## src/rtl/clk_resume_pkg.sv

```systemverilog
package clk_resume_pkg;

  localparam int CFG_W        = 8;
  localparam int EXT_EN_BIT   = 0;
  localparam int OUT_DIS_BIT  = 1;
  localparam int LONG_DLY_BIT = 7;
  localparam logic [CFG_W-1:0] CFG_WR_MASK =
    CFG_W'((1 << EXT_EN_BIT) | (1 << OUT_DIS_BIT) | (1 << LONG_DLY_BIT));

  typedef enum logic [2:0] {
    ST_START,
    ST_RUN,
    ST_EXT_WAIT,
    ST_EXT_DLY,
    ST_SUSP,
    ST_INT_DLY
  } seq_state_e;

  typedef enum logic [1:0] {
    DLY_START,
    DLY_WAKE_INT,
    DLY_EXT_POST
  } dly_kind_e;

  typedef struct packed {
    logic      load;
    dly_kind_e kind;
  } dp_strobe_t;

  function automatic int maxTicks(int a, int b, int c, int d);
    int m;
    m = a;
    if (b > m) m = b;
    if (c > m) m = c;
    if (d > m) m = d;
    return m;
  endfunction

endpackage

```

## src/rtl/clk_resume_dp.sv

```systemverilog
module clk_resume_dp
  import clk_resume_pkg::*;
#(
  parameter int SHORT_TICKS = 128,
  parameter int LONG_TICKS  = 4000,
  parameter int WAKE_TICKS  = 8,
  parameter int START_TICKS = 64,
  localparam int CW = $clog2(maxTicks(SHORT_TICKS, LONG_TICKS, WAKE_TICKS, START_TICKS) + 1)
) (
  input  logic             clk,
  input  logic             rstN,
  input  logic             tick,
  input  logic             lvReset,
  input  logic             wdReset,
  input  logic             cfgWe,
  input  logic [CFG_W-1:0] cfgWdata,
  input  dp_strobe_t       strobe,
  input  logic             intOscEn,
  input  logic             selExt,
  output logic [CFG_W-1:0] cfgRdata,
  output logic             cfgExtEn,
  output logic             cntZero,
  output logic             clkOutEn
);

  logic [CFG_W-1:0] cfgReg;
  logic [CW-1:0]    cnt;
  logic [CW-1:0]    loadVal;

  always_ff @(posedge clk or negedge rstN) begin
    if (!rstN) begin
      cfgReg <= '0;
    end else if (lvReset || wdReset) begin
      cfgReg <= '0;
    end else if (cfgWe) begin
      cfgReg <= cfgWdata & CFG_WR_MASK;
    end
  end

  always_comb begin
    case (strobe.kind)
      DLY_WAKE_INT: loadVal = CW'(WAKE_TICKS);
      DLY_EXT_POST: loadVal = cfgReg[LONG_DLY_BIT] ? CW'(LONG_TICKS) : CW'(SHORT_TICKS);
      default:      loadVal = CW'(START_TICKS);
    endcase
  end

  always_ff @(posedge clk or negedge rstN) begin
    if (!rstN) begin
      cnt <= CW'(START_TICKS);
    end else if (strobe.load) begin
      cnt <= loadVal;
    end else if (tick && (cnt != '0)) begin
      cnt <= cnt - 1'b1;
    end
  end

  assign cfgRdata = cfgReg;
  assign cfgExtEn = cfgReg[EXT_EN_BIT];
  assign cntZero  = (cnt == '0);
  assign clkOutEn = intOscEn && !selExt && !cfgReg[OUT_DIS_BIT];

  AST_WD_CLEARS_CFG: assert property (@(posedge clk) disable iff (!rstN)
    (wdReset || lvReset) |=> (cfgRdata == '0));

  AST_LOAD_RESTARTS: assert property (@(posedge clk) disable iff (!rstN)
    strobe.load |=> !cntZero);

  AST_NO_TICK_HOLD: assert property (@(posedge clk) disable iff (!rstN)
    (!tick && !strobe.load && !cntZero) |=> !cntZero);

endmodule

```

## src/rtl/clk_resume_ctrl.sv

```systemverilog
module clk_resume_ctrl
  import clk_resume_pkg::*;
(
  input  logic       clk,
  input  logic       rstN,
  input  logic       lvReset,
  input  logic       suspendReq,
  input  logic       wakeEvt,
  input  logic       extStable,
  input  logic       cfgExtEn,
  input  logic       cntZero,
  output dp_strobe_t strobe,
  output logic       selExt,
  output logic       intOscEn,
  output logic       extOscEn,
  output logic       cpuRun
);

  seq_state_e state, nextState;
  logic       activeExt, nextExt;

  function automatic logic isDelay(seq_state_e s);
    return (s == ST_START) || (s == ST_EXT_DLY) || (s == ST_INT_DLY);
  endfunction

  always_comb begin
    nextState = state;
    if (lvReset) begin
      nextState = ST_START;
    end else begin
      case (state)
        ST_START:    if (cntZero) nextState = ST_RUN;
        ST_RUN: begin
          if (suspendReq)                 nextState = ST_SUSP;
          else if (!activeExt && cfgExtEn) nextState = ST_EXT_WAIT;
        end
        ST_EXT_WAIT: if (extStable) nextState = ST_EXT_DLY;
        ST_EXT_DLY:  if (cntZero)   nextState = ST_RUN;
        ST_SUSP:     if (wakeEvt)   nextState = cfgExtEn ? ST_EXT_WAIT : ST_INT_DLY;
        ST_INT_DLY:  if (cntZero)   nextState = ST_RUN;
        default:     nextState = ST_START;
      endcase
    end
  end

  always_comb begin
    if (nextState == ST_EXT_WAIT) begin
      nextExt = 1'b1;
    end else if ((nextState == ST_START) || (nextState == ST_INT_DLY)) begin
      nextExt = 1'b0;
    end else begin
      nextExt = activeExt;
    end
  end

  always_comb begin
    strobe.load = isDelay(nextState) && ((nextState != state) || lvReset);
    case (nextState)
      ST_INT_DLY: strobe.kind = DLY_WAKE_INT;
      ST_EXT_DLY: strobe.kind = DLY_EXT_POST;
      default:    strobe.kind = DLY_START;
    endcase
  end

  always_ff @(posedge clk or negedge rstN) begin
    if (!rstN) begin
      state     <= ST_START;
      activeExt <= 1'b0;
    end else begin
      state     <= nextState;
      activeExt <= nextExt;
    end
  end

  assign selExt   = activeExt;
  assign cpuRun   = (state == ST_RUN);
  assign intOscEn = (state == ST_START) || (state == ST_INT_DLY) ||
                    ((state == ST_RUN) && !activeExt);
  assign extOscEn = (state == ST_EXT_WAIT) || (state == ST_EXT_DLY) ||
                    ((state == ST_RUN) && activeExt);

  AST_RUN_AFTER_COUNT: assert property (@(posedge clk) disable iff (!rstN)
    cpuRun |-> cntZero);

  AST_OSC_EXCLUSIVE: assert property (@(posedge clk) disable iff (!rstN)
    !(intOscEn && extOscEn));

  AST_EXT_STICKY: assert property (@(posedge clk) disable iff (!rstN)
    (cpuRun && selExt && !suspendReq && !lvReset) |=> (cpuRun && selExt));

  AST_LV_FORCES_INT: assert property (@(posedge clk) disable iff (!rstN)
    lvReset |=> (!selExt && intOscEn && !cpuRun));

  AST_HOLD_UNTIL_STABLE: assert property (@(posedge clk) disable iff (!rstN)
    ((state == ST_EXT_WAIT) && !extStable && !lvReset) |=> !cpuRun);

  AST_SUSPEND_ENTERED: assert property (@(posedge clk) disable iff (!rstN)
    (cpuRun && suspendReq && !lvReset) |=> (!cpuRun && !intOscEn && !extOscEn));

endmodule

```

## src/rtl/clk_resume_seq.sv

```systemverilog
module clk_resume_seq
  import clk_resume_pkg::*;
#(
  parameter int SHORT_TICKS = 128,
  parameter int LONG_TICKS  = 4000,
  parameter int WAKE_TICKS  = 8,
  parameter int START_TICKS = 64
) (
  input  logic             clk,
  input  logic             rstN,
  input  logic             tick,
  input  logic             lvReset,
  input  logic             wdReset,
  input  logic             cfgWe,
  input  logic [CFG_W-1:0] cfgWdata,
  output logic [CFG_W-1:0] cfgRdata,
  input  logic             suspendReq,
  input  logic             wakeEvt,
  input  logic             extStable,
  output logic             selExt,
  output logic             intOscEn,
  output logic             extOscEn,
  output logic             clkOutEn,
  output logic             cpuRun
);

  dp_strobe_t strobe;
  logic       cfgExtEn;
  logic       cntZero;

  clk_resume_ctrl u_ctrl (
    .clk        (clk),
    .rstN       (rstN),
    .lvReset    (lvReset),
    .suspendReq (suspendReq),
    .wakeEvt    (wakeEvt),
    .extStable  (extStable),
    .cfgExtEn   (cfgExtEn),
    .cntZero    (cntZero),
    .strobe     (strobe),
    .selExt     (selExt),
    .intOscEn   (intOscEn),
    .extOscEn   (extOscEn),
    .cpuRun     (cpuRun)
  );

  clk_resume_dp #(
    .SHORT_TICKS (SHORT_TICKS),
    .LONG_TICKS  (LONG_TICKS),
    .WAKE_TICKS  (WAKE_TICKS),
    .START_TICKS (START_TICKS)
  ) u_dp (
    .clk      (clk),
    .rstN     (rstN),
    .tick     (tick),
    .lvReset  (lvReset),
    .wdReset  (wdReset),
    .cfgWe    (cfgWe),
    .cfgWdata (cfgWdata),
    .strobe   (strobe),
    .intOscEn (intOscEn),
    .selExt   (selExt),
    .cfgRdata (cfgRdata),
    .cfgExtEn (cfgExtEn),
    .cntZero  (cntZero),
    .clkOutEn (clkOutEn)
  );

endmodule

```

## config.mk

```make
export PLATFORM = sky130hd
export DESIGN_NAME = clk_resume_seq
export DESIGN_NICKNAME = d
export VERILOG_FILES = /design/src/rtl/clk_resume_pkg.sv /design/src/rtl/clk_resume_dp.sv /design/src/rtl/clk_resume_ctrl.sv /design/src/rtl/clk_resume_seq.sv
export SDC_FILE = /design/constraint.sdc
export NUM_CORES = 1
export LEC_CHECK = 0
export ABC_AREA = 1
export CORE_MARGIN = 2
export CORE_UTILIZATION = 50
export DETAILED_ROUTE_END_ITERATION = 12
export DONT_BUFFER_PORTS = 1
export GPL_ROUTABILITY_DRIVEN = 0
export PLACE_DENSITY = 0.62
export SLEW_MARGIN = 20
export SYNTH_ARGS = -nofsm -noshare
export SYNTH_HDL_FRONTEND = slang
export SYNTH_SLANG_ARGS = --single-unit
```

## constraint.sdc

```tcl
create_clock -name clk -period 1.95 [get_ports clk]
set_input_delay 0.2925 -clock clk [delete_from_list [all_inputs] [get_ports clk]]
set_output_delay 0.2925 -clock clk [all_outputs]
set_load 0.02 [all_outputs]
```

**Word level (Yosys, flattened, before mapping)**

Index checks and enable logic that the tools add are counted.

- $add $sub $neg: 1
- Mux-type cells: 17
- Reductions and logical operators: 26
- Equality and inequality tests: 11

Operators with widths:

| kind | count |
|---|---|
| $mux 12 | 3 |
| $pmux 12 s2 | 1 |
| $mux 3 | 7 |
| $mux 8 | 2 |
| $eq 3x2->1 const B | 4 |
| $logic_not 12->1 | 1 |
| $pmux 3 s4 | 1 |
| $reduce_bool 12->1 | 1 |
| $sub 12x1->12 const B | 1 |
| $eq 3x3->1 const B | 3 |
| $logic_or 1x1->1 | 9 |
| $logic_and 1x1->1 | 7 |
| $logic_not 3->1 | 2 |
| $reduce_bool 2->1 | 3 |
| $pmux 2 s2 | 1 |
| $eq 3x1->1 const B | 1 |
| $ne 3x3->1 | 1 |
| $reduce_or 3->1 | 1 |
| $eq 2x1->1 const B | 1 |
| $eq 2x2->1 const B | 1 |
| $logic_not 1->1 | 2 |
| $mux 1 | 2 |

- Bits in registers: 24
- Output and inout port bits: 13

**Longest topological paths before layout**

- Word-level depth: 11
- Depth in mapped cells: 19
- Depth with buffers taken out: 17

**Hierarchy**

From an unflattened synthesis, not the netlist that was laid out.

- Cell total of the unflattened synthesis: 220
- Area total of the unflattened synthesis: 1486.4 um^2

Modules (own cells, without submodules):

| module | seq. area each (um^2) | instances | area each (um^2) | cells an instance |
|---|---|---|---|---|
| clk_resume_dp | 376.6 | 1 | 1036.0 | 145 |
| clk_resume_ctrl | 100.1 | 1 | 450.4 | 75 |

**Least setup slack after synthesis**

OpenSTA, ideal clock, no wires.

- Kind: register to output
- Start point: register u_ctrl.state[1]
- End point: output clkOutEn
- Stages on the path, launching flop included: 9
- Path buffers: 1
- Slack: -214 ps
- Data required time: 1657 ps
- Arrival: 1871 ps
- Path through: dfrtp_1 > buf_6 > inv_2 > nand2_2 > nor2_2 > inv_1 > o21ai_0 > nand2_1 > nor2_1

- Longest elaborated chain between the ends: 5

RTL lines:

| item | line | source |
|---|---|---|
| start: declaration | clk_resume_ctrl.sv:19 | `seq_state_e state, nextState;` |
| start signal: assignment | clk_resume_ctrl.sv:70 | `state <= nextState;` |
| $eq 3x1->1 | - |  |
| named net cpuRun | clk_resume_seq.sv:24 | `output logic cpuRun` |
| $logic_and 1x1->1 | clk_resume_ctrl.sv:78 | `((state == ST_RUN) && !activeExt);` |
| $logic_or 1x1->1 | clk_resume_ctrl.sv:77 | `assign intOscEn = (state == ST_START) \|\| (state == ST_INT_DLY) \|\|` |
| named net intOscEn | clk_resume_seq.sv:21 | `output logic intOscEn,` |
| $logic_and 1x1->1 (2 in series) | clk_resume_dp.sv:61 | `assign clkOutEn = intOscEn && !selExt && !cfgReg[OUT_DIS_BIT];` |
| end: declaration | clk_resume_seq.sv:23 | `output logic clkOutEn,` |

The timed path passes the listed nets, and every way through them passes these cells.

**Final worst setup path**

- Start point: register u_ctrl.state[1]
- End point: register u_dp.cnt[9]

- Longest elaborated chain between the ends: 9

RTL lines:

| item | line | source |
|---|---|---|
| $eq 3x2->1, or another cell as far along | clk_resume_ctrl.sv:31 | `case (state)` |
| $reduce_or 3->1 (no line) or $mux 3 (tied branches) | - |  |
| $pmux 3 s4 | clk_resume_ctrl.sv:31 |  |
| $mux 3 | clk_resume_ctrl.sv:28 | `if (lvReset) begin` |
| $eq 3x2->1, or another cell as far along | clk_resume_ctrl.sv:23, clk_resume_ctrl.sv:58 |  |
| $pmux 2 s2 or $logic_or 1x1->1 (tied branches) | clk_resume_ctrl.sv:58, clk_resume_ctrl.sv:23 |  |
| $eq 2x2->1, or another cell as far along | clk_resume_dp.sv:41 | `case (strobe.kind)` |
| $pmux 12 s2 or $logic_and 1x1->1 (tied branches) | clk_resume_dp.sv:41, clk_resume_ctrl.sv:57 |  |
| $mux 12 or $reduce_bool 2->1 (tied branches) | - |  |
| end signal: assignment | clk_resume_dp.sv:50 | `cnt <= CW'(START_TICKS);` |
| end signal: assignment | clk_resume_dp.sv:52 | `cnt <= loadVal;` |
| end signal: assignment | clk_resume_dp.sv:54 | `cnt <= cnt - 1'b1;` |
| end: declaration | clk_resume_dp.sv:27 | `logic [CW-1:0] cnt;` |

Several ways; a longest one is shown, not always the timed one.
A chain may end at the register's enable or synchronous reset.

==> results.toml <==
[run_status]
status = "complete, but fails checks"
violations = "setup timing"

[yosys]
syn_avg_cell_area_sq_um = 6.58
synth.most_common_cell = "nand2_1"
synth_largest_area_cell = "dfrtp_1"
synth-seq-cells = 19
netlist_instances = 218
yosysWarnings = 0
synth_edf_count = 0
async_flop_share_pct = 100
ys_seq_area_share_pct = 33.2
ys_types = 24
synth.top_cell.area_share_pct = 31.4
netlist_area_sq_mm = 0.00144
synth_area_leaders = "dfrtp_1 31%, nand2_1 17%, nand3_1 10%"
synth-main-ff-cell = "dfrtp_1"
ys_top_cells_by_count = "65 x nand2_1, 30 x nand3_1, 26 x inv_1, 20 x nor2_1, 18 x dfrtp_1"

[final_layout]
area_growth_pct = 36.4
drive_above_1_share_pct = 37.9
fin_util_pct = 71.6
final_nets = 268
final_cell_count_no_fill = 279
fin_area_sq_mm = 0.00196
antenna_cells = 0

[route]
drt_iter0_drc = 54
avgRoutedWirePerCell_um = 14.7
vias = 1518
routed_via_density = 5.44
ant_nets = 0
wirelength_um = 4100
drt-pass1-iter-count = 4
drc = 0

[cts]
numCtsBuffers = 3
clk_pin_slew_ns = 0.11
cts_root_buffer = "clkbuf_4"
cts_max_path_buffers = 2
htree_levels = 1
clock-sinks = 19
worstSkewPairLatency_ns = 0.30
cts_tree = "built"

[worst_hold_path]
holdCritPathClass = "input pin to flop"

[global_route]
grt_pass1_vias = 1300
grtUsageTotal_pct = 21.0
antenna_found_initial = 0
grt-ovfl-total = 0
grt_max_degree = 21
grt_pass1_wl_um = 5470

[flow_run]
maxCapViolations = 0

[power_and_ir_drop]
power_mw = 3.43
powerDensity_mw_per_mm2 = 1750
p_leak_nw = 1.04
ir_worst_vdd_mv = 1.22

[sta]
drv_slew = 0
finClkSkew_ns = 0.000898
worst_pin_slew_ns = 0.891
fin_crit_ns = 2.06
grt_setup_unrepaired = "yes"
setup_slack_ns = -0.110
final.period_utilization_pct = 106
hold_viol_final = 0
final.setup.tns_ns = -0.956
finalSetupViolCount = 11
whs_ns = 0.0547
relSlewSlack_pct = 40.4
clock.fmax_mhz = 485

[setup_path]
slowest_stage = "dfrtp_2"
crit_fanout = 6
cp_top_family = "simple AND/OR/NAND/NOR gates"
required_ns = 2.16
worstPathArrival_ns = 2.27
crit_type = "flop to flop"
cp_common_cell = "nand2_1"
critical-path-max-stage-delay_ns = 0.48
worstSetupEndpointType = "flop"
crit_buf_inv = 3
start_kind = "flop"
path_cells = "inv_4, nand2_4, nor2_4, nand2_1, nand2_1, inv_1, nand2_2, nand2_2, nand2_1, nand2_1, nor2_2, nand2_4, nand2_8, clkbuf_16, nand2_8, nand2_1, nand2_1"

[floorplan]
start_util_pct = 52.5
core_sq_mm = 0.00273
fp.dieH_um = 57.6
rows = 19
die_area_sq_mm = 0.00331
fp.dieW_um = 57.6
num_io_pins = 30

[place]
port_buffers = 0
pre_cts_slack_ns = -0.0203
placed_area_sq_mm = 0.00155
dpl.cell_count = 260
dp_hpwl_um = 2420
## routing by layer
layer | up-vias | routed length [um] | track usage [%]
met1 | 716 | 1890 | 29.8
met3 | 8 | 255 | 4.08
met4 | 0 | 41 | 6.98
met2 | 67 | 1910 | 32.1
li1 | 727 | - | -
met5 | - | 0 | 0
## report_power, final
group	total (mW)	switching [mW]	internal [mW]
clock	0.209	0.129	0.0798
combinational	2.61	1.44	1.17
sequential	0.608	0.0990	0.509
total	3.43	1.67	1.76
## area by class of cell
| type | count | area [sq um] |
|---|---|---|
| fill | 209 | 776 |
| tap | 31 | 38.8 |
| multi-input combinational | 162 | 972 |
| inverter | 31 | 131 |
| clock buffer | 4 | 26.3 |
| sequential | 19 | 480 |
| timing repair buffer | 32 | 309 |
## cell families (layout without fill, tap and decap cells)
group                    Yosys count  in the layout  share of synthesized area (%)
flip-flops                        19             19                           33.2
other                              1              5                          0.261
AND/OR/NAND/NOR                  131            131                           39.9
AO/OA/AOI/OAI                     15             15                           5.75
buffers and inverters             41             67                           13.6
adder cells (fa/ha/maj)            2              2                           1.74
XOR/XNOR                           9              9                           5.49
## sequential cells by signal, summed over array words and instances (netlist names)
signal,cells
u_ctrl.state,3
u_dp.cfgRdata,3
u_ctrl.selExt,1
u_dp.cnt,12
## layout by cell type, fill, tap and decap left out, drive strengths merged, types with 2 or more instances in the layout
| cell | count |
|---|---|
| nand2 | 73 |
| o21ai | 8 |
| nand4 | 2 |
| dfrtp | 18 |
| clkbuf | 6 |
| conb | 5 |
| xor2 | 8 |
| inv | 31 |
| nor2 | 25 |
| buf | 29 |
| ha | 2 |
| nand3 | 30 |
| a21oi | 5 |
## path summary, 6_finish.rpt
path	start	endpoint	slack, ns	cells after the start
max in group asynchronous	rstN	u_ctrl.state[1]$_DFF_PN0_	0.80	1
max reg2reg	u_ctrl.state[1]$_DFF_PN0_	u_dp.cnt[9]$_DFFE_PN0P_	-0.11	17
max	u_ctrl.state[1]$_DFF_PN0_	u_dp.cnt[9]$_DFFE_PN0P_	-0.11	17
min in group asynchronous	rstN	u_ctrl.state[2]$_DFF_PN0_	0.54	1
min	cfgWe	u_dp.cfgRdata[7]$_DFFE_PN0P_	0.05	1
min reg2reg	u_dp.cnt[10]$_DFFE_PN0P_	u_dp.cnt[10]$_DFFE_PN0P_	0.53	2
## repair_timing
item	in CTS	in global routing
buffers inserted	3	8
hold buffers	1	0
gates resized for setup	8	57
gates cloned	0	3
setup endpoints to repair	8	14
pin swaps	2	28
hold endpoints to repair	19	0
No activity file was read; power rests on OpenSTA's default activity.
